`src/rtl/morse_pkg.sv`:
```
package morse_pkg;

    // Number of time slices held for every letter
    localparam int unsigned PAT_W = 16;

    typedef enum logic [2:0] {
        LTR_S = 3'd0,
        LTR_T = 3'd1,
        LTR_U = 3'd2,
        LTR_V = 3'd3,
        LTR_W = 3'd4,
        LTR_X = 3'd5,
        LTR_Y = 3'd6,
        LTR_Z = 3'd7
    } letter_e;

    typedef logic [PAT_W-1:0] pattern_t;

endpackage

```
`src/rtl/morse_slot_timer.sv`:
```
module morse_slot_timer #(
    parameter int unsigned CYCLES_PER_SLOT = 25_000_000
) (
    input  logic clk_i,
    input  logic rst_ni,
    input  logic run_i,
    input  logic restart_i,
    output logic tick_o
);

    localparam int unsigned CW = (CYCLES_PER_SLOT > 1) ? $clog2(CYCLES_PER_SLOT) : 1;
    localparam logic [CW-1:0] LAST = CW'(CYCLES_PER_SLOT - 1);

    logic [CW-1:0] cnt_d, cnt_q;

    // Count down from LAST; the slot ends when zero is reached
    always_comb begin
        cnt_d = cnt_q;
        if (restart_i || !run_i) begin
            cnt_d = LAST;
        end else if (cnt_q == '0) begin
            cnt_d = LAST;
        end else begin
            cnt_d = cnt_q - 1'b1;
        end
    end

    always_ff @(posedge clk_i or negedge rst_ni) begin
        if (!rst_ni) begin
            cnt_q <= LAST;
        end else begin
            cnt_q <= cnt_d;
        end
    end

    assign tick_o = run_i && !restart_i && (cnt_q == '0);


    cnt_range_chk: assert property (@(posedge clk_i) disable iff (!rst_ni)
        cnt_q <= LAST);

    generate
        if (CYCLES_PER_SLOT > 1) begin : g_gap

            tick_gap_chk: assert property (@(posedge clk_i) disable iff (!rst_ni)
                tick_o |=> !tick_o);
        end
    endgenerate

endmodule

```
`src/rtl/morse_pattern_rom.sv`:
```
module morse_pattern_rom
    import morse_pkg::*;
(
    input  logic [2:0] letter_i,
    output pattern_t   pattern_o
);

    // 1 = LED on for one slot; a dot is 1, a dash is 111, and a 0 follows each element
    always_comb begin
        unique case (letter_e'(letter_i))
            LTR_S:   pattern_o = 16'hA800;
            LTR_T:   pattern_o = 16'hE000;
            LTR_U:   pattern_o = 16'hAE00;
            LTR_V:   pattern_o = 16'hAB80;
            LTR_W:   pattern_o = 16'hBB80;
            LTR_X:   pattern_o = 16'hEAE0;
            LTR_Y:   pattern_o = 16'hEBB8;
            LTR_Z:   pattern_o = 16'hEEA0;
            default: pattern_o = '0;
        endcase
    end


    always_comb begin
        pad_bit_chk: assert (pattern_o[0] == 1'b0);
    end

endmodule

```
`src/rtl/morse_shift_player.sv`:
```
module morse_shift_player
    import morse_pkg::*;
(
    input  logic     clk_i,
    input  logic     rst_ni,
    input  logic     load_i,
    input  pattern_t pattern_i,
    input  logic     tick_i,
    output logic     busy_o,
    output logic     bit_o
);

    localparam int unsigned SW = $clog2(PAT_W);
    localparam logic [SW-1:0] LAST_SLOT = SW'(PAT_W - 1);

    typedef struct packed {
        logic          busy;
        pattern_t      shreg;
        logic [SW-1:0] slot;
    } player_t;

    player_t st_d, st_q;

    always_comb begin
        st_d = st_q;
        if (!st_q.busy) begin
            if (load_i) begin
                st_d.busy  = 1'b1;
                st_d.shreg = pattern_i;
                st_d.slot  = '0;
            end
        end else if (tick_i) begin
            st_d.shreg = {st_q.shreg[PAT_W-2:0], 1'b0};
            st_d.slot  = st_q.slot + 1'b1;
            if (st_q.slot == LAST_SLOT) begin
                st_d.busy = 1'b0;
            end
        end
    end

    always_ff @(posedge clk_i or negedge rst_ni) begin
        if (!rst_ni) begin
            st_q <= '0;
        end else begin
            st_q <= st_d;
        end
    end

    assign busy_o = st_q.busy;
    assign bit_o  = st_q.shreg[PAT_W-1];


    shift_step_chk: assert property (@(posedge clk_i) disable iff (!rst_ni)
        (st_q.busy && tick_i && st_q.slot != LAST_SLOT)
        |=> (st_q.shreg == {$past(st_q.shreg[PAT_W-2:0]), 1'b0}));


    end_idle_chk: assert property (@(posedge clk_i) disable iff (!rst_ni)
        (st_q.busy && tick_i && st_q.slot == LAST_SLOT) |=> !st_q.busy);


    hold_busy_chk: assert property (@(posedge clk_i) disable iff (!rst_ni)
        (st_q.busy && !tick_i) |=> ($stable(st_q.shreg) && $stable(st_q.slot) && st_q.busy));

endmodule

```
`src/rtl/morse_letter_tx.sv`:
```
module morse_letter_tx
    import morse_pkg::*;
#(
    parameter int unsigned CLK_HZ        = 50_000_000,
    parameter int unsigned SLOTS_PER_SEC = 2
) (
    input  logic       clk_i,
    input  logic       rst_ni,
    input  logic       start_i,
    input  logic [2:0] letter_i,
    output logic       led_o
);

    localparam int unsigned CYCLES_PER_SLOT = CLK_HZ / SLOTS_PER_SEC;

    logic     start_d, start_q;
    logic     rise_w, load_w, busy_w, bit_w, tick_w;
    pattern_t pattern_w;

    // Remember the previous start level to find its rising edge
    always_comb begin
        start_d = start_i;
    end

    always_ff @(posedge clk_i or negedge rst_ni) begin
        if (!rst_ni) begin
            start_q <= 1'b0;
        end else begin
            start_q <= start_d;
        end
    end

    assign rise_w = start_i && !start_q;
    assign load_w = rise_w && !busy_w;

    morse_pattern_rom i_rom (
        .letter_i  (letter_i),
        .pattern_o (pattern_w)
    );

    morse_slot_timer #(
        .CYCLES_PER_SLOT (CYCLES_PER_SLOT)
    ) i_timer (
        .clk_i     (clk_i),
        .rst_ni    (rst_ni),
        .run_i     (busy_w),
        .restart_i (load_w),
        .tick_o    (tick_w)
    );

    morse_shift_player i_player (
        .clk_i     (clk_i),
        .rst_ni    (rst_ni),
        .load_i    (load_w),
        .pattern_i (pattern_w),
        .tick_i    (tick_w),
        .busy_o    (busy_w),
        .bit_o     (bit_w)
    );

    assign led_o = busy_w && bit_w;


    start_edge_chk: assert property (@(posedge clk_i) disable iff (!rst_ni)
        $rose(busy_w) |-> ($past(start_i) && !$past(start_q)));


    idle_dark_chk: assert property (@(posedge clk_i) disable iff (!rst_ni)
        !busy_w |-> !led_o);

endmodule

```
`config.mk`:
```
export PLATFORM = sky130hd
export DESIGN_NAME = morse_letter_tx
export DESIGN_NICKNAME = d
export VERILOG_FILES = /design/src/rtl/morse_pkg.sv /design/src/rtl/morse_slot_timer.sv /design/src/rtl/morse_pattern_rom.sv /design/src/rtl/morse_shift_player.sv /design/src/rtl/morse_letter_tx.sv
export SDC_FILE = /design/constraint.sdc
export NUM_CORES = 1
export LEC_CHECK = 0
export BUFFER_PORTS_ARGS = -buffer_cell sky130_fd_sc_hd__buf_2
export CORE_MARGIN = 1.5
export CORE_UTILIZATION = 38
export CTS_CLUSTER_SIZE = 14
export DETAILED_ROUTE_END_ITERATION = 12
export HOLD_SLACK_MARGIN = 0.08
export PLACE_DENSITY_LB_ADDON = 0.25
export SYNTH_ARGS = -nofsm -noshare
export SYNTH_HDL_FRONTEND = slang
export SYNTH_SLANG_ARGS = --single-unit
```
`constraint.sdc`:
```
create_clock -name clk_i -period 2.6 [get_ports clk_i]
set_input_delay 0.26 -clock clk_i [delete_from_list [all_inputs] [get_ports clk_i]]
set_output_delay 0.26 -clock clk_i [all_outputs]
set_load 0.005 [all_outputs]
```
Word level (Yosys, flattened, before mapping)
Memory sizes are Yosys's and may differ from the RTL's.
Index checks and enable logic that the tools add are counted.
- reductions and logical operators: 12
- multiplexer cells: 6
- equality and inequality tests: 2
- add/subtract/negate cells: 2
- operators with widths (cell ; number):
    $mux 21 ; 3
    $mux 25 ; 2
    $logic_not 25->1 ; 1
    $sub 25x1->25 const B ; 1
    $logic_and 1x1->1 ; 5
    $add 4x1->4 const B ; 1
    $eq 4x4->1 const B ; 1
    $logic_not 1->1 ; 3
    $ne 2x1->1 const B ; 1
    $reduce_and 2->1 ; 1
    $reduce_bool 2->1 ; 1
    $logic_or 1x1->1 ; 1
    $mux 1 ; 1
- memories kept: 1
- memory bits (read-only): 88
- register bits: 47
- memories (memory ; depth ; bits a word ; rd ports ; clocked after Yosys merged registers in ; write ports ; line ; RTL):
    (name not given) ; 8 ; 11 ; 1 ; 0 ; 0 ; morse_pattern_rom.sv:10 ; unique case (letter_e'(letter_i))

Logic depth before layout (Yosys ltp)
- depth after elaboration: 8
- depth in mapped cells: 7
- mapped depth without buffers: 6

Cells and area by module
Synthesis repeated with hierarchy kept, for this count alone.
- cell total of the unflattened synthesis: 237
- area total of the unflattened synthesis: 2419.8 µm²
- modules (own cells, without submodules) (module ; seq. area each (µm²) ; cells each ; times used ; area each (µm²)):
    morse_slot_timer ; 646.9 ; 125 ; 1 ; 1302.5
    morse_shift_player ; 525.5 ; 87 ; 1 ; 937.1
    morse_pattern_rom ; 0.0 ; 22 ; 1 ; 136.4
    morse_letter_tx ; 25.0 ; 3 ; 1 ; 43.8

Least setup slack after synthesis
OpenSTA, ideal clock, no wires.
- path kind: flip-flop to flip-flop
- from: reg i_timer.cnt_q[9]
- to: reg i_timer.cnt_q[0]
- path slack: 0.436 ns
- data arrival time: 2.103 ns
- required time: 2.540 ns
- buffers on the path: 2
- cell stages (with the launch flop): 7
- library setup time: 0.060 ns
- cells stage by stage: dfrtp_1 -> or4_4 -> or4_1 -> buf_2 -> o31a_4 -> buf_6 -> nand2_1
- word-level cells in the longest chain between the ends: 3
- RTL lines (element ; line ; RTL):
    start, declared ; morse_slot_timer.sv:14 ; logic [CW-1:0] cnt_d, cnt_q;
    start signal, assigned ; morse_slot_timer.sv:32 ; cnt_q <= cnt_d;
    $logic_not 25->1 ; morse_slot_timer.sv:21 ; end else if (cnt_q == '0) begin
    $mux 25 ; morse_slot_timer.sv:21 ;
    $mux 25 ; morse_slot_timer.sv:19 ; if (restart_i || !run_i) begin
    via i_timer.cnt_d[0] ; morse_slot_timer.sv:14 ;
The timed path passes the listed nets, and every way through them passes these cells.
A chain may end at the register's enable or synchronous reset.

Worst setup path in the final report
- from: reg i_timer.cnt_q[0]
- to: reg i_player.st_q[0] (netlist bit)
- word-level cells in the longest chain between the ends: 4
- RTL lines (element ; line ; RTL):
    $logic_not 25->1 ; morse_slot_timer.sv:36 ; assign tick_o = run_i && !restart_i && (cnt_q == '0);
    $logic_and 1x1->1 ; morse_slot_timer.sv:36 ;
    $ne 2x1->1 (no line) ; n/a ;
    $reduce_and 2->1 (no line) ; n/a ;
    end signal, assigned ; morse_shift_player.sv:45 ; st_q <= st_d;
    end, declared ; morse_shift_player.sv:22 ; player_t st_d, st_q;
Every way passes these cells.

==> results_dict.tcl <==
set metrics [dict create \
    critical_path_class "reg2reg" \
    ant_nets 0 \
    final_hold_viol_count 0 \
    antenna_cells 0 \
    antenna_found_initial 0 \
    hold_path_class "in2reg" \
    cts_setup_buffers 0 \
    drc 0 \
    multiInputGateArea_mm2 0.00105 \
    final_net_count 243 \
    fp.dieArea_mm2 0.00647 \
    synth_edf_count 0 \
    maxCapViolCount 0 \
    die_h_um 80.5 \
    ir_drop_mv 0.269 \
    cts_buffers 5 \
    portBuffers 6 \
    cts-root-buf "clkbuf_8" \
    yosysWarnings 0 \
    slew_viol_final 0 \
    viasPerCell 5.37 \
    core_mm2 0.00585 \
    syn-num-nets 229 \
    htreeDepth 2 \
    cp.required_ps 2840 \
    wl_per_cell_um 14.2 \
    wl_um 4420 \
    rsz0062_at_grt "false" \
    max_freq_mhz 423 \
    grt_pass1_vias 1572 \
    setup_viol 0 \
    outcome "finished clean" \
    synth_top_flop_cell "dfrtp_1" \
    min_period_ps 2360 \
    drt-pass1-iter-count 4 \
    rr_worst_depth 6 \
    worstSetupStartpoint "i_timer.cnt_q[0]" \
    place.gp.congestion 0.743 \
    final_area_mm2 0.00252 \
    powerDensity_mw_per_mm2 479 \
    ios 7 \
    r2r_end "i_player.st_q[0]" \
    async_flop_share_pct 100 \
    leakagePower_nw 1.03 \
    r2r_slack_ps 240 \
    critPathArrivalTime_ps 2600 \
    avgSynthCellArea_um2 10.3 \
    grt_pass1_wl_um 7650 \
    ys_ff_latch 46 \
    via_count 1670 \
    dpl.hpwl_um 3020 \
    path_clk_slew_ps 80 \
    ctsResizeCount 0 \
    relSlewSlack_pct 34.9 \
    clkLatencyLatePin_ps 300 \
    fin_ws_ps 238 \
    dp_slack_ps 249 \
    clock_path_buffers 2 \
    startpoint_type "flop" \
    grt_max_degree 44 \
    end_kind "flop" \
    fin_crit_sh_pct 90.8 \
    n_fill_cell 537 \
    start_util_pct 39.0 \
    cts_tree "done" \
    setup_tns_ps 0 \
    drtIter0Drc 119 \
    fp.dieW_um 80.5 \
    endpoint "i_player.st_q[0]" \
    rows 28 \
    worst_pin_slew_ps 976 \
    place_area_mm2 0.00243 \
    drive_gt1_share_pct 21.2 \
    grt_usage_pct 15.6 \
    ys_seq_area_share_pct 51.4 \
    skew_ps 9.41 \
    seq_area_mm2 0.00117 \
    overflow 0 \
    rr_startpoint "i_timer.cnt_q[0]" \
    syn_inst 221 \
    netlist_area_mm2 0.00228 \
    cp_max_fo 13 \
    syn2layout_area_growth_pct 10.5 \
    synthDistinctLibCells 43 \
    clock-sinks 46 \
    cts.hold.buffers_added 0 \
]
==> area by class of cell <==
class                      count  area share, %
timing repair buffer          15           3.87
sequential                    46           46.5
clock buffer                   7           3.43
inverter                       3          0.447
tap                           75           3.72
clock inverter                 1          0.199
multi-input combinational    164           41.8
==> worst min path at each step <==
stage | from | to | slack (ps) | depth (start not counted)
2_1_floorplan | rst_ni | i_player.bit_o | -40 | 0
3_5_place_dp | start_i | start_q | 400 | 1
5_1_grt | start_i | start_q | 80 | 1
3_3_place_gp | start_i | start_q | 390 | 1
4_1_cts | start_i | start_q | 80 | 1
6_report | start_i | start_q | 90 | 1
==> worst max-delay path: stages, from the launching register on <==
cell and delay [ps]:
dfstp_2 560, inv_1 50, ha_1 220, nor2b_1 140, and4_1 240, a21oi_1 800, mux2_2 290
==> kinds of logic (layout without fill, tap and decap cells) <==
kind of cell,Yosys count,in the layout,share of synthesized area (%)
XOR/XNOR,14,14,5.38
buffers and inverters,11,26,2.36
multiplexers,2,2,0.988
flip-flops,46,46,51.4
AND/OR/NAND/NOR,108,108,25.6
adder cells (fa/ha/maj),2,2,1.10
AO/OA/AOI/OAI,38,38,13.1
==> metal layers <==
| metal | vias to the layer above | part of all wire, % | routed length [µm] | track usage (%) |
|---|---|---|---|---|
| li1 | 847 | - | - | - |
| met1 | 801 | 51 | 2250 | 22.5 |
| met2 | 15 | 45 | 2000 | 23.4 |
| met3 | 7 | 2.4 | 104 | 3.41 |
| met4 | 0 | 1.3 | 59 | 4.66 |
| met5 | - | 0 | 0 | 0 |
==> sequential cells by signal, indices dropped and copies added, names as in the netlist <==
signal / count
i_player.st_q: 18
i_timer.cnt_q: 25
i_player.busy_o: 1
i_player.bit_o: 1
start_q: 1
==> report_power, final <==
part	switching [W]	internal (W)	leakage [nW]
clock	0.000241	0.000215	0.0482
combinational	0.0000222	0.00000963	0.433
sequential	0.00000164	0.000719	0.553
==> stage by stage <==
stage / std cells / hold slack, ps / power (W) / util, %
6_report: 311 / 88.8 / 0.00121 / 43.1
5_1_grt: 311 / 83.0 / 0.00127 / 43.1
4_1_cts: 311 / 83.3 / 0.00123 / 43.1
3_5_place_dp: 303 / 398 / 0.000767 / 41.5
3_3_place_gp: 303 / 393 / 0.000767 / 41.5
2_1_floorplan: 221 / -35.6 / 0.000747 / -
==> Yosys cell counts, types with 2 or more instances <==
cell type	count	share of area [%]
nand2_1	21	3.5
o31ai_1	3	0.99
or3_1	6	1.6
inv_1	3	0.49
or4_1	7	2.3
o21ai_0	6	1.3
nor3b_1	2	0.66
nand4_1	6	1.6
xor2_1	8	3.1
nor2b_1	2	0.55
a21oi_1	9	2.0
and3_1	3	0.82
clkbuf_1	5	0.82
a221o_1	9	4.0
a31o_2	2	0.77
o211ai_1	2	0.66
or4_4	2	0.99
dfstp_2	17	20
nor2_1	20	3.3
nor3_1	6	1.3
mux2_2	2	0.99
ha_1	2	1.1
xnor2_1	6	2.3
nor4_1	6	1.6
and2_1	2	0.55
nand4b_1	2	0.77
nand3_1	13	2.9
dfrtp_1	29	32
nand2b_1	6	1.6
==> placed cells by master, fill, tap and decap left out, types with 3 or more instances in the layout <==
cell type	synthesis	routed
a21oi_1	9	9
a221o_1	9	9
and3_1	3	3
buf_2	1	6
buf_4	1	9
clkbuf_8	0	6
dfrtp_1	29	29
dfstp_2	17	17
inv_1	3	3
nand2_1	21	21
nand2b_1	6	6
nand3_1	13	13
nand4_1	6	6
nor2_1	20	20
nor3_1	6	6
nor4_1	6	6
o21ai_0	6	6
o31ai_1	3	3
or3_1	6	6
or4_1	7	7
xnor2_1	6	6
xor2_1	8	8
Power figures use the tool's default switching activity.
